## config.mk

```make
export PLATFORM = sky130hd
export DESIGN_NAME = i2c_reg_target
export DESIGN_NICKNAME = d
export VERILOG_FILES = /design/src/rtl/i2c_tgt_pkg.sv /design/src/rtl/i2c_bus_sync.sv /design/src/rtl/i2c_reg_bank.sv /design/src/rtl/i2c_tgt_fsm.sv /design/src/rtl/i2c_reg_target.sv
export SDC_FILE = /design/constraint.sdc
export NUM_CORES = 1
export LEC_CHECK = 0
export BUFFER_PORTS_ARGS = -buffer_cell sky130_fd_sc_hd__buf_2
export CAP_MARGIN = 20
export CELL_PAD_IN_SITES_DETAIL_PLACEMENT = 1
export CELL_PAD_IN_SITES_GLOBAL_PLACEMENT = 2
export CORE_MARGIN = 4
export CORE_UTILIZATION = 30
export CTS_CLUSTER_DIAMETER = 80
export DETAILED_ROUTE_END_ITERATION = 8
export GPL_ROUTABILITY_DRIVEN = 0
export PLACE_DENSITY_LB_ADDON = 0.1
export SETUP_SLACK_MARGIN = 0.02
export SLEW_MARGIN = 20
export SYNTH_ARGS = -nofsm -noshare
export SYNTH_HDL_FRONTEND = slang
export SYNTH_SLANG_ARGS = --single-unit
export TNS_END_PERCENT = 50
```

## constraint.sdc

```tcl
create_clock -name clk_i -period 2.3 [get_ports clk_i]
set_clock_uncertainty 0.05 [all_clocks]
set_input_delay 0.115 -clock clk_i [delete_from_list [all_inputs] [get_ports clk_i]]
set_output_delay 0.115 -clock clk_i [all_outputs]
set_load 0.05 [all_outputs]
```

## src/rtl/i2c_tgt_pkg.sv

```systemverilog
package i2c_tgt_pkg;
  typedef enum logic [2:0] {
    ST_IDLE,
    ST_ADDR,
    ST_WR,
    ST_ACK_TX,
    ST_RD,
    ST_ACK_RX,
    ST_WAIT
  } tgt_state_e;
endpackage

```

## src/rtl/i2c_bus_sync.sv

```systemverilog
module i2c_bus_sync #(
  parameter int STAGES = 2
) (
  input  logic clk_i,
  input  logic rst_ni,
  input  logic scl_i,
  input  logic sda_i,
  output logic scl_o,
  output logic sda_o,
  output logic scl_rise_o,
  output logic scl_fall_o,
  output logic start_o,
  output logic stop_o
);
  logic [STAGES-1:0] scl_q, sda_q;
  logic              scl_d, sda_d;

  // idle bus is high: reset chains to 1
  always_ff @(posedge clk_i or negedge rst_ni) begin
    if (!rst_ni) begin
      scl_q <= '1;
      sda_q <= '1;
      scl_d <= 1'b1;
      sda_d <= 1'b1;
    end else begin
      scl_q <= {scl_q[STAGES-2:0], scl_i};
      sda_q <= {sda_q[STAGES-2:0], sda_i};
      scl_d <= scl_q[STAGES-1];
      sda_d <= sda_q[STAGES-1];
    end
  end

  assign scl_o      = scl_q[STAGES-1];
  assign sda_o      = sda_q[STAGES-1];
  assign scl_rise_o = scl_o & ~scl_d;
  assign scl_fall_o = ~scl_o & scl_d;
  assign start_o    = scl_o & scl_d & sda_d & ~sda_o;
  assign stop_o     = scl_o & scl_d & ~sda_d & sda_o;
endmodule

```

## src/rtl/i2c_reg_bank.sv

```systemverilog
module i2c_reg_bank #(
  parameter int NUM_REGS = 8,
  parameter int DATA_W   = 8,
  localparam int AW      = $clog2(NUM_REGS)
) (
  input  logic              clk_i,
  input  logic              rst_ni,
  input  logic              we_i,
  input  logic [AW-1:0]     addr_i,
  input  logic [DATA_W-1:0] wdata_i,
  output logic [DATA_W-1:0] rdata_o,
  input  logic [AW-1:0]     dbg_addr_i,
  output logic [DATA_W-1:0] dbg_data_o
);
  logic [DATA_W-1:0] regs_q [NUM_REGS];

  for (genvar i = 0; i < NUM_REGS; i++) begin : g_reg
    always_ff @(posedge clk_i or negedge rst_ni) begin
      if (!rst_ni)                         regs_q[i] <= '0;
      else if (we_i && addr_i == AW'(i))   regs_q[i] <= wdata_i;
    end
  end

  assign rdata_o    = regs_q[addr_i];
  assign dbg_data_o = regs_q[dbg_addr_i];
endmodule

```

## src/rtl/i2c_tgt_fsm.sv

```systemverilog
module i2c_tgt_fsm
  import i2c_tgt_pkg::*;
#(
  parameter int          NUM_REGS = 8,
  parameter int          DATA_W   = 8,
  parameter logic [DATA_W-2:0] DEV_ADDR = 7'h34,
  localparam int         AW       = $clog2(NUM_REGS),
  localparam int         CW       = $clog2(DATA_W + 1)
) (
  input  logic              clk_i,
  input  logic              rst_ni,
  input  logic              sda_s_i,
  input  logic              scl_rise_i,
  input  logic              scl_fall_i,
  input  logic              start_i,
  input  logic              stop_i,
  input  logic [DATA_W-1:0] rd_data_i,
  output logic              reg_we_o,
  output logic [AW-1:0]     reg_addr_o,
  output logic [DATA_W-1:0] reg_wdata_o,
  output logic              sda_drive_no_o,
  output logic              busy_o,
  output logic              addr_phase_o,
  output logic              ack_tx_o
);
  tgt_state_e        state_q;
  logic [CW-1:0]     bit_cnt_q;
  logic [DATA_W-1:0] rx_q, tx_q;
  logic [AW-1:0]     ptr_q;
  logic              rw_q, ptr_phase_q, got_ack_q, drv_q;
  logic              byte_end;

  function automatic logic [AW-1:0] ptr_next(input logic [AW-1:0] p);
    return (p == AW'(NUM_REGS - 1)) ? '0 : p + 1'b1;
  endfunction

  assign byte_end = scl_fall_i && (bit_cnt_q == CW'(DATA_W));

  always_ff @(posedge clk_i or negedge rst_ni) begin
    if (!rst_ni) begin
      state_q     <= ST_IDLE;
      bit_cnt_q   <= '0;
      rx_q        <= '0;
      tx_q        <= '0;
      ptr_q       <= '0;
      rw_q        <= 1'b0;
      ptr_phase_q <= 1'b0;
      got_ack_q   <= 1'b0;
      drv_q       <= 1'b1;
    end else if (start_i) begin
      state_q   <= ST_ADDR;
      bit_cnt_q <= '0;
      drv_q     <= 1'b1;
    end else if (stop_i) begin
      state_q <= ST_IDLE;
      drv_q   <= 1'b1;
    end else begin
      unique case (state_q)
        ST_ADDR, ST_WR: begin
          if (scl_rise_i && bit_cnt_q != CW'(DATA_W)) begin
            rx_q      <= {rx_q[DATA_W-2:0], sda_s_i};
            bit_cnt_q <= bit_cnt_q + 1'b1;
          end
          if (byte_end) begin
            if (state_q == ST_ADDR) begin
              if (rx_q[DATA_W-1:1] == DEV_ADDR) begin
                rw_q        <= rx_q[0];
                ptr_phase_q <= 1'b1;
                drv_q       <= 1'b0;
                state_q     <= ST_ACK_TX;
              end else begin
                state_q <= ST_WAIT;
              end
            end else begin
              if (ptr_phase_q) begin
                ptr_q       <= rx_q[AW-1:0];
                ptr_phase_q <= 1'b0;
              end else begin
                ptr_q <= ptr_next(ptr_q);
              end
              drv_q   <= 1'b0;
              state_q <= ST_ACK_TX;
            end
          end
        end
        ST_ACK_TX: begin
          if (scl_fall_i) begin
            bit_cnt_q <= '0;
            if (rw_q) begin
              tx_q    <= rd_data_i;
              drv_q   <= rd_data_i[DATA_W-1];
              ptr_q   <= ptr_next(ptr_q);
              state_q <= ST_RD;
            end else begin
              drv_q   <= 1'b1;
              state_q <= ST_WR;
            end
          end
        end
        ST_RD: begin
          if (scl_rise_i) bit_cnt_q <= bit_cnt_q + 1'b1;
          if (byte_end) begin
            drv_q   <= 1'b1;
            state_q <= ST_ACK_RX;
          end else if (scl_fall_i) begin
            tx_q  <= {tx_q[DATA_W-2:0], 1'b0};
            drv_q <= tx_q[DATA_W-2];
          end
        end
        ST_ACK_RX: begin
          if (scl_rise_i) got_ack_q <= ~sda_s_i;
          if (scl_fall_i) begin
            if (got_ack_q) begin
              bit_cnt_q <= '0;
              tx_q      <= rd_data_i;
              drv_q     <= rd_data_i[DATA_W-1];
              ptr_q     <= ptr_next(ptr_q);
              state_q   <= ST_RD;
            end else begin
              state_q <= ST_WAIT;
            end
          end
        end
        default: ;
      endcase
    end
  end

  // data byte lands on the falling edge that ends its eighth bit
  assign reg_we_o       = (state_q == ST_WR) && byte_end && !ptr_phase_q && !start_i && !stop_i;
  assign reg_addr_o     = ptr_q;
  assign reg_wdata_o    = rx_q;
  assign sda_drive_no_o = drv_q;
  assign busy_o         = (state_q != ST_IDLE);
  assign addr_phase_o   = (state_q == ST_ADDR);
  assign ack_tx_o       = (state_q == ST_ACK_TX);
endmodule

```

## src/rtl/i2c_reg_target.sv

```systemverilog
module i2c_reg_target #(
  parameter int         NUM_REGS    = 8,
  parameter int         DATA_W      = 8,
  parameter int         SYNC_STAGES = 2,
  parameter logic [6:0] DEV_ADDR    = 7'h34,
  localparam int        AW          = $clog2(NUM_REGS)
) (
  input  logic              clk_i,
  input  logic              rst_ni,
  input  logic              scl_i,
  input  logic              sda_i,
  output logic              sda_drive_no_o,
  input  logic [AW-1:0]     regs_sel_i,
  output logic [DATA_W-1:0] regs_val_o
);
  logic              scl_s, sda_s, scl_rise, scl_fall, start_det, stop_det;
  logic              reg_we, bus_busy, addr_phase, ack_tx;
  logic [AW-1:0]     reg_addr;
  logic [DATA_W-1:0] reg_wdata, reg_rdata;

  i2c_bus_sync #(.STAGES(SYNC_STAGES)) u_sync (
    .clk_i      (clk_i),
    .rst_ni     (rst_ni),
    .scl_i      (scl_i),
    .sda_i      (sda_i),
    .scl_o      (scl_s),
    .sda_o      (sda_s),
    .scl_rise_o (scl_rise),
    .scl_fall_o (scl_fall),
    .start_o    (start_det),
    .stop_o     (stop_det)
  );

  i2c_tgt_fsm #(
    .NUM_REGS (NUM_REGS),
    .DATA_W   (DATA_W),
    .DEV_ADDR (DEV_ADDR)
  ) u_fsm (
    .clk_i          (clk_i),
    .rst_ni         (rst_ni),
    .sda_s_i        (sda_s),
    .scl_rise_i     (scl_rise),
    .scl_fall_i     (scl_fall),
    .start_i        (start_det),
    .stop_i         (stop_det),
    .rd_data_i      (reg_rdata),
    .reg_we_o       (reg_we),
    .reg_addr_o     (reg_addr),
    .reg_wdata_o    (reg_wdata),
    .sda_drive_no_o (sda_drive_no_o),
    .busy_o         (bus_busy),
    .addr_phase_o   (addr_phase),
    .ack_tx_o       (ack_tx)
  );

  i2c_reg_bank #(.NUM_REGS(NUM_REGS), .DATA_W(DATA_W)) u_bank (
    .clk_i      (clk_i),
    .rst_ni     (rst_ni),
    .we_i       (reg_we),
    .addr_i     (reg_addr),
    .wdata_i    (reg_wdata),
    .rdata_o    (reg_rdata),
    .dbg_addr_i (regs_sel_i),
    .dbg_data_o (regs_val_o)
  );
endmodule

```

==> key figures, run 1 <==
Logic synthesis
  – Synth cell count leaders: dfrtp_1, mux2_2, mux4_2
  – Async SR Flop Fraction: 1.00
  – Area leader, netlist: dfrtp_1
  – Ys flop type: dfrtp_1
  – Synthesis Warnings: 0
  – Synth top area cells: dfrtp_1, mux2_2, mux4_2
  – FF+latch count, synth: 99
  – Synth unique cells: 53
  – Syn nets: around 420
  – Synth Instances: 402
  – Area share of the largest cell type after synthesis: 0.432
  – Sequential fraction of the synthesis area: 0.466
  – Top-count cell post-synth: dfrtp_1
  – Synthesized area: 5330 sq um
  – EDFF count, synth: 0
  – Syn avg cell area: 13.3 sq um

Power
  – Switching share of power: 0.357
  – Pwr Density: a little over 900 nW/um^2
  – Gate power share: 0.349
  – Total power: between 5 and 6 mW
  – Internal: 3.61 mW
  – IR Drop Worst-Case VDD: 0.408 mV
  – Switching Power: 2.01 mW
  – Pleak: 2.89 nW
  – Sequential share of power: 0.368
  – Clock share of power: 0.283

Critical path
  – CP peak stage delay: 0.57 ns
  – Worst path bufs/invs: 2
  – Setup CP Type: flip-flop to flip-flop
  – Critical path required time: 2.48 ns
  – Crit path max fanout: 8
  – CP max-delay cell: or4_1
  – Startpoint Class: flip-flop
  – Critical path data arrival time: 2.37 ns
  – CP Capture Type: flip-flop
  – Worst path cell trace: inv_1, ha_1, and3b_1, or4_1, buf_4, mux2_2
  – CP delay by family, top: simple AND/OR/NAND/NOR gates

Cells and area
  – FILL cells: about 1800
  – Seq. cell area: 2490 sq um
  – Share of layout cells above drive strength 1: 0.443
  – Area grow syn2layout: 16.5%
  – # nets final: 450
  – # diodes: 0
  – Area of the multi-input gates: between 2000 and 3000 sq um

STA
  – FMAX: 458 MHz
  – Final Hold Fails: 0
  – Clock period minus worst slack: between 2 and 2.5 ns
  – Tcrit/Tclk final: 0.950
  – Worst Setup Slack, final: 0.115 ns
  – Slew margin rel.: 0.426
  – Slew Viols, Final: 0
  – Slew @ Worst Pin: 0.840 ns
  – Final setup vio count: 0
  – RSZ-0062 raised after global routing: true

CTS
  – H-tree levels: 3
  – Clock root buffer: clkbuf_16
  – Worst-Skew Late Latency: roughly 0.35 ns
  – CTS tree: built
  – TritonCTS Sinks: 99
  – CTS max path bufs: 2
  – TritonCTS Buffers: 9
  – Clock transition at path regs: 0.07 ns

Route
  – Vias per std cell: approximately 5.2
  – DR pass1 iterations: 4
  – Via count: 3450
  – DRC: 0
  – DRT Wirelength: 14400 microns
  – Initial DRC Count: 150
  – WL per Instance: 21.7 microns
  – Final ANT Viol Nets: 0

GRT
  – Largest net degree at the start of global routing: 100
  – Wire length of the first global-routing pass: 23200 microns
  – Global Route Usage Sum: 0.153
  – Gr ovfl total: 0
  – Vias in the first global route: 3889
  – Initial antenna violation count: 0

Placed design
  – Post-Place Worst Slack: -0.0343 ns
  – PortBufs: 15
  – DP HPWL: a little over 10000 microns

Die
  – Die Ht: roughly 140 microns
  – Io pins: 16
  – CORE AREA: 17400 sq um
  – Num rows: between 40 and 50
  – Die ar.: 20000 sq um
  – Initial Util: 0.307
  – Die X: 141 microns

Flow run
  – Maximum Capacitance Violations: 0

Status
  – Status: complete, no violations

Hold path
  – Hold WC Path Type: flip-flop to flip-flop
-- cells in the final DEF, fill, tap and decap left out, types with 3 or more instances in the layout --
cell and n:
dfrtp_1 92, nand3b_1 3, dlygate4sd3_1 3, nand3_1 3, clkbuf_16 9, nor2b_1 6
mux4_2 30, nand2_2 5, inv_1 8, a2111oi_0 4, buf_12 3, mux2_1 7
a21oi_1 15, ha_1 8, buf_2 14, nand2b_1 6, dfstp_2 7, o21ai_0 14
buf_4 30, nor2_1 13, nand2_1 20, mux2_2 81, mux2i_1 12, or4_1 4
-- worst register-to-register path, stage by stage (launching register included) --
cell,delay [ns]
dfrtp_1,0.40
inv_1,0.06
ha_1,0.22
and3b_1,0.28
or4_1,0.57
buf_4,0.21
mux2_2,0.28
-- layout make-up --
cell class / instances / share of cell area
multi-input cells: 267 / 0.437
flip-flops and latches: 99 / 0.401
repair buffers: 50 / 0.0621
well taps: 225 / 0.0454
clock buffers: 10 / 0.0385
clock inverters: 6 / 0.0115
inverters: 8 / 0.00484
-- stage by stage --
stage | util | area [sq um] | cells | setup TNS [ns] | hold WS, ns
after floorplan | - | 5330 | 402 | 0 | -0.231
after global placement | 0.335 | 5810 | 643 | 0 | 0.170
after detailed placement | 0.335 | 5810 | 643 | -0.0864 | 0.173
after CTS | 0.355 | 6160 | 662 | 0 | 0.308
after global routing | 0.358 | 6210 | 665 | -0.0473 | 0.311
final | 0.358 | 6210 | 665 | 0 | 0.307
-- path summary, 6_finish.rpt --
check,from,to,slack [ns],cells past startpoint
setup / recovery,u_fsm.bit_cnt_q[0],u_fsm.reg_wdata_o[2],0.11,6
hold / removal,u_sync.scl_q[0],u_sync.scl_q[1],0.31,0
setup reg to reg,u_fsm.bit_cnt_q[0],u_fsm.reg_wdata_o[2],0.11,6
hold reg to reg,u_sync.scl_q[0],u_sync.scl_q[1],0.31,0
max in group asynchronous,rst_ni,u_fsm.sda_drive_no_o,1.46,3
min in group asynchronous,rst_ni,u_fsm.reg_wdata_o[2],0.33,3
-- layer usage --
metal / wire length (microns) / GRT usage / part of all wire / up-vias
li1: - / - / - / 1569
met1: 7040 / 0.216 / 0.49 / 1840
met2: 6980 / 0.247 / 0.48 / 29
met3: 226 / 0.0209 / 0.016 / 12
met4: 185 / 0.0439 / 0.013 / 0
met5: 0 / 0 / 0 / -
-- kinds of logic (layout without fill, tap and decap cells) --
kind of cell    Yosys count  after routing  share of synthesized area
simple gates             76             76                     0.0796
xor+xnor                  3              3                    0.00493
compound gates           50             50                     0.0650
fa+ha+maj                 8              8                     0.0188
buf+inv                  36             74                     0.0300
flops                    99             99                      0.466
mux                     130            130                      0.335
-- repair_timing --
item,4_1_cts,5_1_grt
pin swaps,0,1
setup buffers,0,3
endpoints found under the hold margin,94,0
hold buffers,3,0
gates cloned,0,0
setup endpoints to repair,22,43
resized for setup,1,5
-- flip-flops by register name, summed over array words and instances, names as in the netlist --
| name | count |
|---|---|
| u_sync.sda_d | 1 |
| u_fsm.got_ack_q | 1 |
| u_fsm.ptr_phase_q | 1 |
| u_fsm.rw_q | 1 |
| u_fsm.tx_q | 7 |
| u_sync.scl_q | 2 |
| u_fsm.state_q | 3 |
| u_fsm.reg_wdata_o | 8 |
| u_fsm.sda_drive_no_o | 1 |
| u_fsm.reg_addr_o | 3 |
| u_sync.scl_d | 1 |
| u_fsm.bit_cnt_q | 4 |
| u_bank.regs_q | 64 |
| u_sync.sda_q | 2 |
-- power by group through the flow --
stage	registers (mW)	clock network [mW]	logic (mW)
global placement	2.11	0	1.89
detailed placement	2.11	0	1.90
CTS	2.08	1.66	1.92
global route	2.10	1.72	2.17
finish	2.07	1.59	1.96
floorplan	2.06	0	1.29
(Power assumes the default switching activity.)
==> run 2, diff against run 1 <==
- BUFFER_PORTS_ARGS: -buffer_cell sky130_fd_sc_hd__buf_2 -> unset
- CORE_UTILIZATION: 30 -> 46
- CTS_CLUSTER_SIZE: unset -> 10
- DONT_BUFFER_PORTS: unset -> 1
==> run 2 against run 1 <==
Against the previous run:
- the flow now finishes with violations (hold timing)
- via count is 0.35% lower
- sequential share of layout area is 1.4 points higher
- register-to-register slack better by 0.05 ns
- largest cell class unchanged
- die area is 33% lower
- critical path depth is 1 lower
==> key figures, run 2 (synthesis results as in run 1) <==
GRT
  – Initial antenna violation count: 0 (unchanged)
  – Largest net degree at the start of global routing: 100 (unchanged)
  – Global Route Usage Sum: 0.214 (+0.0607)
  – Wire length of the first global-routing pass: 21100 microns (-9.4%)
  – Vias in the first global route: 3591 (-7.7%)
  – Gr ovfl total: 0 (unchanged)

Cells and area
  – Max reg flops: 64 (unchanged)
  – Area grow syn2layout: 12.5%
  – FILL cells: 1128 (-38%)
  – Most frequent cells in the layout: dfrtp_1, mux2_2, mux4_2
  – # diodes: 0 (unchanged)
  – # nets final: 431 (-4.2%)
  – Share of layout cells above drive strength 1: 0.418 (-0.0251)
  – Leading cell type in the layout, fill and taps excluded: dfrtp_1
  – Top reg by flops: u_bank.regs_q

Power
  – Pleak: 2.79 nW (-3.6%)
  – Clock share of power: 0.298 (+0.015)
  – Switching share of power: 0.344 (-0.0131)
  – Gate power share: 0.329 (-0.020)
  – Sequential share of power: 0.373 (+0.005)
  – IR Drop Worst-Case VDD: 0.732 mV (+79%)
  – Switching Power: 1.94 mW (-3.6%)
  – Pwr Density: 939 nW/um^2 (+3.6%)
  – Internal: 3.69 mW (+2.1%)

CTS
  – Clock transition at path regs: 0.07 ns (about the same)
  – TritonCTS Sinks: 99 (unchanged)
  – Clock root buffer: clkbuf_16
  – Hold bufs inserted after CTS: 2 (-1)
  – H-tree levels: 3 (unchanged)
  – Worst-Skew Late Latency: 0.35 ns (about the same)
  – TritonCTS Buffers: 9 (unchanged)
  – CTS tree: built
  – CTS max path bufs: 2 (unchanged)

Hold path
  – Hold WC Path Type: primary input to asynchronous set/reset pin

Die
  – Initial Util: 0.469 (+0.162)
  – Die X: 116 microns (-18%)
  – CORE AREA: 11400 sq um (-34%)
  – Die ar.: 13400 sq um (-33%)
  – Die Ht: 116 microns (-18%)
  – Io pins: 16 (unchanged)
  – Num rows: 39 (-19%)

Critical path
  – Critical path required time: 2.49 ns (about the same)
  – Startpoint Class: flip-flop
  – CP max-delay cell: or4_1
  – Worst path cell trace: inv_1, ha_1, and3b_1, or4_1, mux2_2
  – Setup CP Type: flip-flop to flip-flop
  – Crit path max fanout: 8 (unchanged)
  – CP Capture Type: flip-flop
  – CP peak stage delay: 0.73 ns (+0.16 ns)
  – Critical path data arrival time: 2.33 ns (-0.04 ns)

STA
  – Fin Hold WS: -0.593 ns (-0.900 ns)
  – Tcrit/Tclk final: 0.929 (-0.0209)
  – Final setup vio count: 0 (unchanged)
  – Slew @ Worst Pin: 0.708 ns (-0.132 ns)
  – FMAX: 468 MHz (+2.3%)
  – Clock period minus worst slack: 2.14 ns (-0.0481 ns)
  – Slew margin rel.: 0.516 (+0.0900)
  – Worst Setup Slack, final: 0.163 ns (+0.0481 ns)
  – Final Hold Fails: 99 (+99)
  – RSZ-0062 raised after global routing: false
  – Slew Viols, Final: 0 (unchanged)
  – Setup TNS: 0 ns (unchanged)

Placed design
  – PortBufs: 0 (-15)
  – DP HPWL: 8840 microns (-13%)
  – Post-Place Worst Slack: 0.0893 ns (+0.124 ns)

Route
  – DRT Wirelength: 13200 microns (-8.7%)
  – Via count: 3438 (-0.35%)
  – Final ANT Viol Nets: 0 (unchanged)
  – DRC: 0 (unchanged)
  – Initial DRC Count: 160 (+6.7%)
  – DR pass1 iterations: 5 (+1)
  – WL per Instance: 23.3 microns (+7.6%)
  – Vias per std cell: 6.10 (+17%)

Status
  – Failing checks: hold timing
  – Status: finished, violations left

Flow run
  – Maximum Capacitance Violations: 0 (unchanged)
[run 2: cell count changes in the layout (fill, tap and decap cells not counted), moves of 2 or more]
cell / delta
buf_4: -4
and2_2: -2
and2_1: +2
buf_2: -14
[run 2: timing repair]
| item | 4_1_cts | 5_1_grt |
|---|---|---|
| setup endpoints to repair | 0 | 60 |
| hold endpoints to repair | 101 | 99 |
| buffers inserted | 0 | 4 |
| resized for setup | 0 | 7 |
[run 2: area by class of cell]
cell class	count	area [sq um]	share of cell area
Multi-Input combinational cell	267	2710	0.452
Sequential cell	99	2490	0.415
Timing Repair Buffer	31	267	0.0445
Clock buffer	10	229	0.0382
Tap cell	143	179	0.0298
Clock inverter	6	93.8	0.0157
Inverter	8	30.0	0.00501
[run 2: worst paths after layout]
| kind | startpoint | end | slack [ns] | cells past startpoint |
|---|---|---|---|---|
| setup / recovery | u_fsm.bit_cnt_q[1] | u_fsm.reg_wdata_o[4] | 0.16 | 5 |
| hold / removal | rst_ni | u_fsm.state_q[0] | -0.59 | 0 |
| setup reg to reg | u_fsm.bit_cnt_q[1] | u_fsm.reg_wdata_o[4] | 0.16 | 5 |
| hold reg to reg | u_sync.sda_q[0] | u_sync.sda_q[1] | 0.31 | 0 |
| max in group asynchronous | rst_ni | u_sync.sda_q[0] | 2.54 | 0 |
| min in group clk_i | sda_i | u_sync.sda_q[0] | 0.25 | 1 |
[run 2: metrics by stage]
| stage | power (mW) | util | std cells | hold WS [ns] | instance area (sq um) |
|---|---|---|---|---|---|
| detailed placement | 3.91 | 0.492 | 542 | -0.228 | 5590 |
| floorplan | 3.35 | - | 402 | -0.231 | 5330 |
| CTS | 5.61 | 0.522 | 560 | -0.612 | 5930 |
| global placement | 3.88 | 0.492 | 542 | -0.228 | 5590 |
| global route | 5.94 | 0.527 | 564 | -0.617 | 5990 |
| finish | 5.63 | 0.527 | 564 | -0.593 | 5990 |
[run 2: metal layers]
layer	global-route usage	share of wire	wire [microns]	up-vias
li1	-	-	-	1535
met1	0.316	0.49	6430	1847
met2	0.323	0.47	6190	45
met3	0.0496	0.031	409	11
met4	0.0503	0.010	137	0
met5	0	0	0	-
[run 2: power by group through the flow]
stage	combinational (mW)	sequential (mW)	clock [mW]
2_1_floorplan	1.29	2.06	0
3_3_place_gp	1.75	2.12	0
3_5_place_dp	1.78	2.14	0
4_1_cts	1.79	2.11	1.72
5_1_grt	2.03	2.12	1.78
6_report	1.85	2.10	1.68
[run 2: worst max-delay path: cells and delay by family, from the launching register on]
family,cells,cell delay (ns)
buf+inv,1,0.05
fa+ha+maj,1,0.19
simple gates,2,1.01
flops,1,0.37
mux,1,0.34
==> run 3, diff against run 2 <==
- PLACE_DENSITY: unset -> 0.86
- PLACE_DENSITY_LB_ADDON: 0.1 -> unset
- TNS_END_PERCENT: 50 -> 100
==> run 3 against run 2 <==
Against the previous run:
- the flow still finishes with violations (hold timing)
- register-to-register slack worse by 0.13 ns
- final cell count fell by 0.71%
- non-clock buffer count decreased by 4
- sequential power about the same
- combinational power fell by 5%
- clock power down 14%
- power decreased by 5.6%
- sequential cell count is the same
- core utilization is 0.74 points lower
- critical path type unchanged
- largest cell class unchanged
==> key figures, run 3 (synthesis results as in run 1) <==
Route
  – DRC: 0 (unchanged)
  – Initial DRC Count: 213 (+33%)
  – DR pass1 iterations: 6 (+1)
  – Via count: 3375 (-1.8%)
  – DRT Wirelength: 12800 microns (-2.8%)
  – Final ANT Viol Nets: 0 (unchanged)
  – WL per Instance: 22.9 microns (-2.1%)
  – Vias per std cell: 6.03 (-1.1%)

CTS
  – TritonCTS Buffers: 9 (unchanged)
  – Hold bufs inserted after CTS: 2 (unchanged)
  – CTS max path bufs: 2 (unchanged)
  – Clock transition at path regs: 0.07 ns (about the same)
  – TritonCTS Sinks: 99 (unchanged)
  – H-tree levels: 3 (unchanged)
  – Clock root buffer: clkbuf_16
  – Worst-Skew Late Latency: 0.35 ns (about the same)
  – CTS tree: built

GRT
  – Vias in the first global route: 3712 (+3.4%)
  – Initial antenna violation count: 0 (unchanged)
  – Largest net degree at the start of global routing: 100 (unchanged)
  – Global Route Usage Sum: 0.210 (-0.00364)
  – Met2 GRT Util: 0.345 (+0.0212)
  – GR Util met1: 0.287 (-0.0288)
  – Gr ovfl total: 0 (unchanged)
  – GR peak layer: met2
  – Wire length of the first global-routing pass: 21200 microns (+0.76%)
  – Global-route met3 utilization: 0.0329 (-0.0167)

Critical path
  – CP max-delay cell: dfrtp_1
  – Reg-to-reg endpoint: u_bank.regs_q[26]
  – Worst path bufs/invs: 1 (unchanged)
  – Stages on the worst setup path: 7 (+2)
  – Setup CP Type: flip-flop to flip-flop
  – CP peak stage delay: 0.43 ns (-0.30 ns)
  – Worst path cell trace: inv_1, ha_1, nand3b_1, nor4b_4, and2_1, nand2_2, mux2_1
  – Reg2Reg Setup Slack: 0.04 ns (-0.13 ns)
  – CP Capture Type: flip-flop
  – CP delay by family, top: simple AND/OR/NAND/NOR gates
  – Critical path required time: 2.48 ns (about the same)
  – Worst setup startpoint: u_fsm.bit_cnt_q[0]
  – Startpoint Class: flip-flop
  – Crit path max fanout: 8 (unchanged)
  – Worst r2r src: u_fsm.bit_cnt_q[0]
  – Critical path data arrival time: 2.45 ns (+0.12 ns)
  – Reg2reg path depth: 7 (+2)
  – Setup crit end: u_bank.regs_q[26]

Cells and area
  – Leading cell type in the layout, fill and taps excluded: dfrtp_1
  – # diodes: 0 (unchanged)
  – Most frequent cells in the layout: dfrtp_1, mux2_2, mux4_2
  – Max reg flops: 64 (unchanged)
  – Area grow syn2layout: 10.9%
  – Share of layout cells above drive strength 1: 0.420 (+0.00161)
  – Final core utilization: 0.520 (-0.00737)
  – # nets final: 427 (-0.93%)
  – Final Instance Area: 5910 sq um (-1.4%)
  – Top reg by flops: u_bank.regs_q

STA
  – Clock period minus worst slack: 2.26 ns (+0.125 ns)
  – Slew Viols, Final: 0 (unchanged)
  – Fin Hold WS: -0.596 ns (-0.00345 ns)
  – FMAX: 442 MHz (-5.5%)
  – Setup TNS: 0 ns (unchanged)
  – Slew margin rel.: 0.579 (+0.0636)
  – Slew @ Worst Pin: 0.615 ns (-0.0930 ns)
  – Final Hold Fails: 99 (unchanged)
  – Final setup vio count: 0 (unchanged)
  – Worst Setup Slack, final: 0.0379 ns (-0.125 ns)
  – Tcrit/Tclk final: 0.984 (+0.0544)
  – RSZ-0062 raised after global routing: true

Die
  – Initial Util: 0.469 (unchanged)
  – Die Ht: 116 microns (unchanged)
  – Io pins: 16 (unchanged)
  – Die ar.: 13400 sq um (unchanged)
  – Num rows: 39 (unchanged)
  – CORE AREA: 11400 sq um (unchanged)
  – Die X: 116 microns (unchanged)

Power
  – Pwr Density: 899 nW/um^2 (-4.2%)
  – Pleak: 2.74 nW (-1.7%)
  – IR Drop Worst-Case VDD: 0.566 mV (-23%)

Status
  – Failing checks: hold timing
  – Status: finished, violations left

Flow run
  – Maximum Capacitance Violations: 0 (unchanged)

Placed design
  – DP HPWL: 8590 microns (-2.8%)
  – Placed Area: 5580 sq um (-0.22%)
  – Post-Place Worst Slack: 0.0485 ns (-0.0409 ns)
  – PortBufs: 0 (unchanged)

Hold path
  – Hold WC Path Type: primary input to asynchronous set/reset pin
## run 3: changes by cell type in the layout (fill, tap and decap cells not counted), sizes merged
| cell | previous run | this run |
|---|---|---|
| buf | 29 | 25 |
| bufinv | 2 | 0 |
| clkinvlp | 0 | 2 |
## run 3: where the power goes
| part | internal (mW) | total (mW) | switching [mW] | leakage (nW) |
|---|---|---|---|---|
| clock | 0.748 | 1.45 | 0.699 | 0.131 |
| combinational | 0.767 | 1.75 | 0.979 | 1.27 |
| sequential | 1.91 | 2.12 | 0.209 | 1.34 |
| total | 3.43 | 5.31 | 1.89 | 2.74 |
## run 3: metal layers
metal  vias up  part of all wire
met5         -                 0
met4         0             0.019
met3        20             0.031
met2        41              0.50
met1      1797              0.45
li1       1517                 -
## run 3: timing repair
item / CTS / global route
hold endpoints to repair: 101 / 99
resized for setup: 0 / 8
buffers inserted: 0 / 0
endpoints found under the setup margin: 0 / 75
## run 3: per-stage QoR
stage,cells,power (mW)
CTS,560,5.31
global placement,542,3.78
detailed placement,542,3.85
global route,560,5.62
floorplan,402,3.35
finish,560,5.31
## run 3: cell type report
cell class	instances	area, sq um
sequential	99	2490
timing repair buffer	27	220
multi-input combinational	267	2720
fill	1131	5460
clock inverter	6	48.8
tap	143	179
clock buffer	10	229
inverter	8	30.0
## run 3: worst register-to-register path: stages, from the launching register on
cell      delay [ns]
dfrtp_1         0.43
inv_1           0.07
ha_1            0.19
nand3b_1        0.19
nor4b_4         0.33
and2_1          0.26
nand2_2         0.24
mux2_1          0.39
## run 3: how the worst min path moves through the flow
| stage | from | endpoint | slack [ns] | cells past startpoint |
|---|---|---|---|---|
| after detailed placement | rst_ni | u_bank.regs_q[56] | -0.23 | 0 |
| final | rst_ni | u_fsm.tx_q[4] | -0.60 | 0 |
| after CTS | rst_ni | u_fsm.bit_cnt_q[0] | -0.61 | 0 |
| after global routing | rst_ni | u_fsm.tx_q[4] | -0.60 | 0 |
| after global placement | rst_ni | u_fsm.tx_q[4] | -0.23 | 0 |
| after floorplan | rst_ni | u_bank.regs_q[0] | -0.23 | 0 |
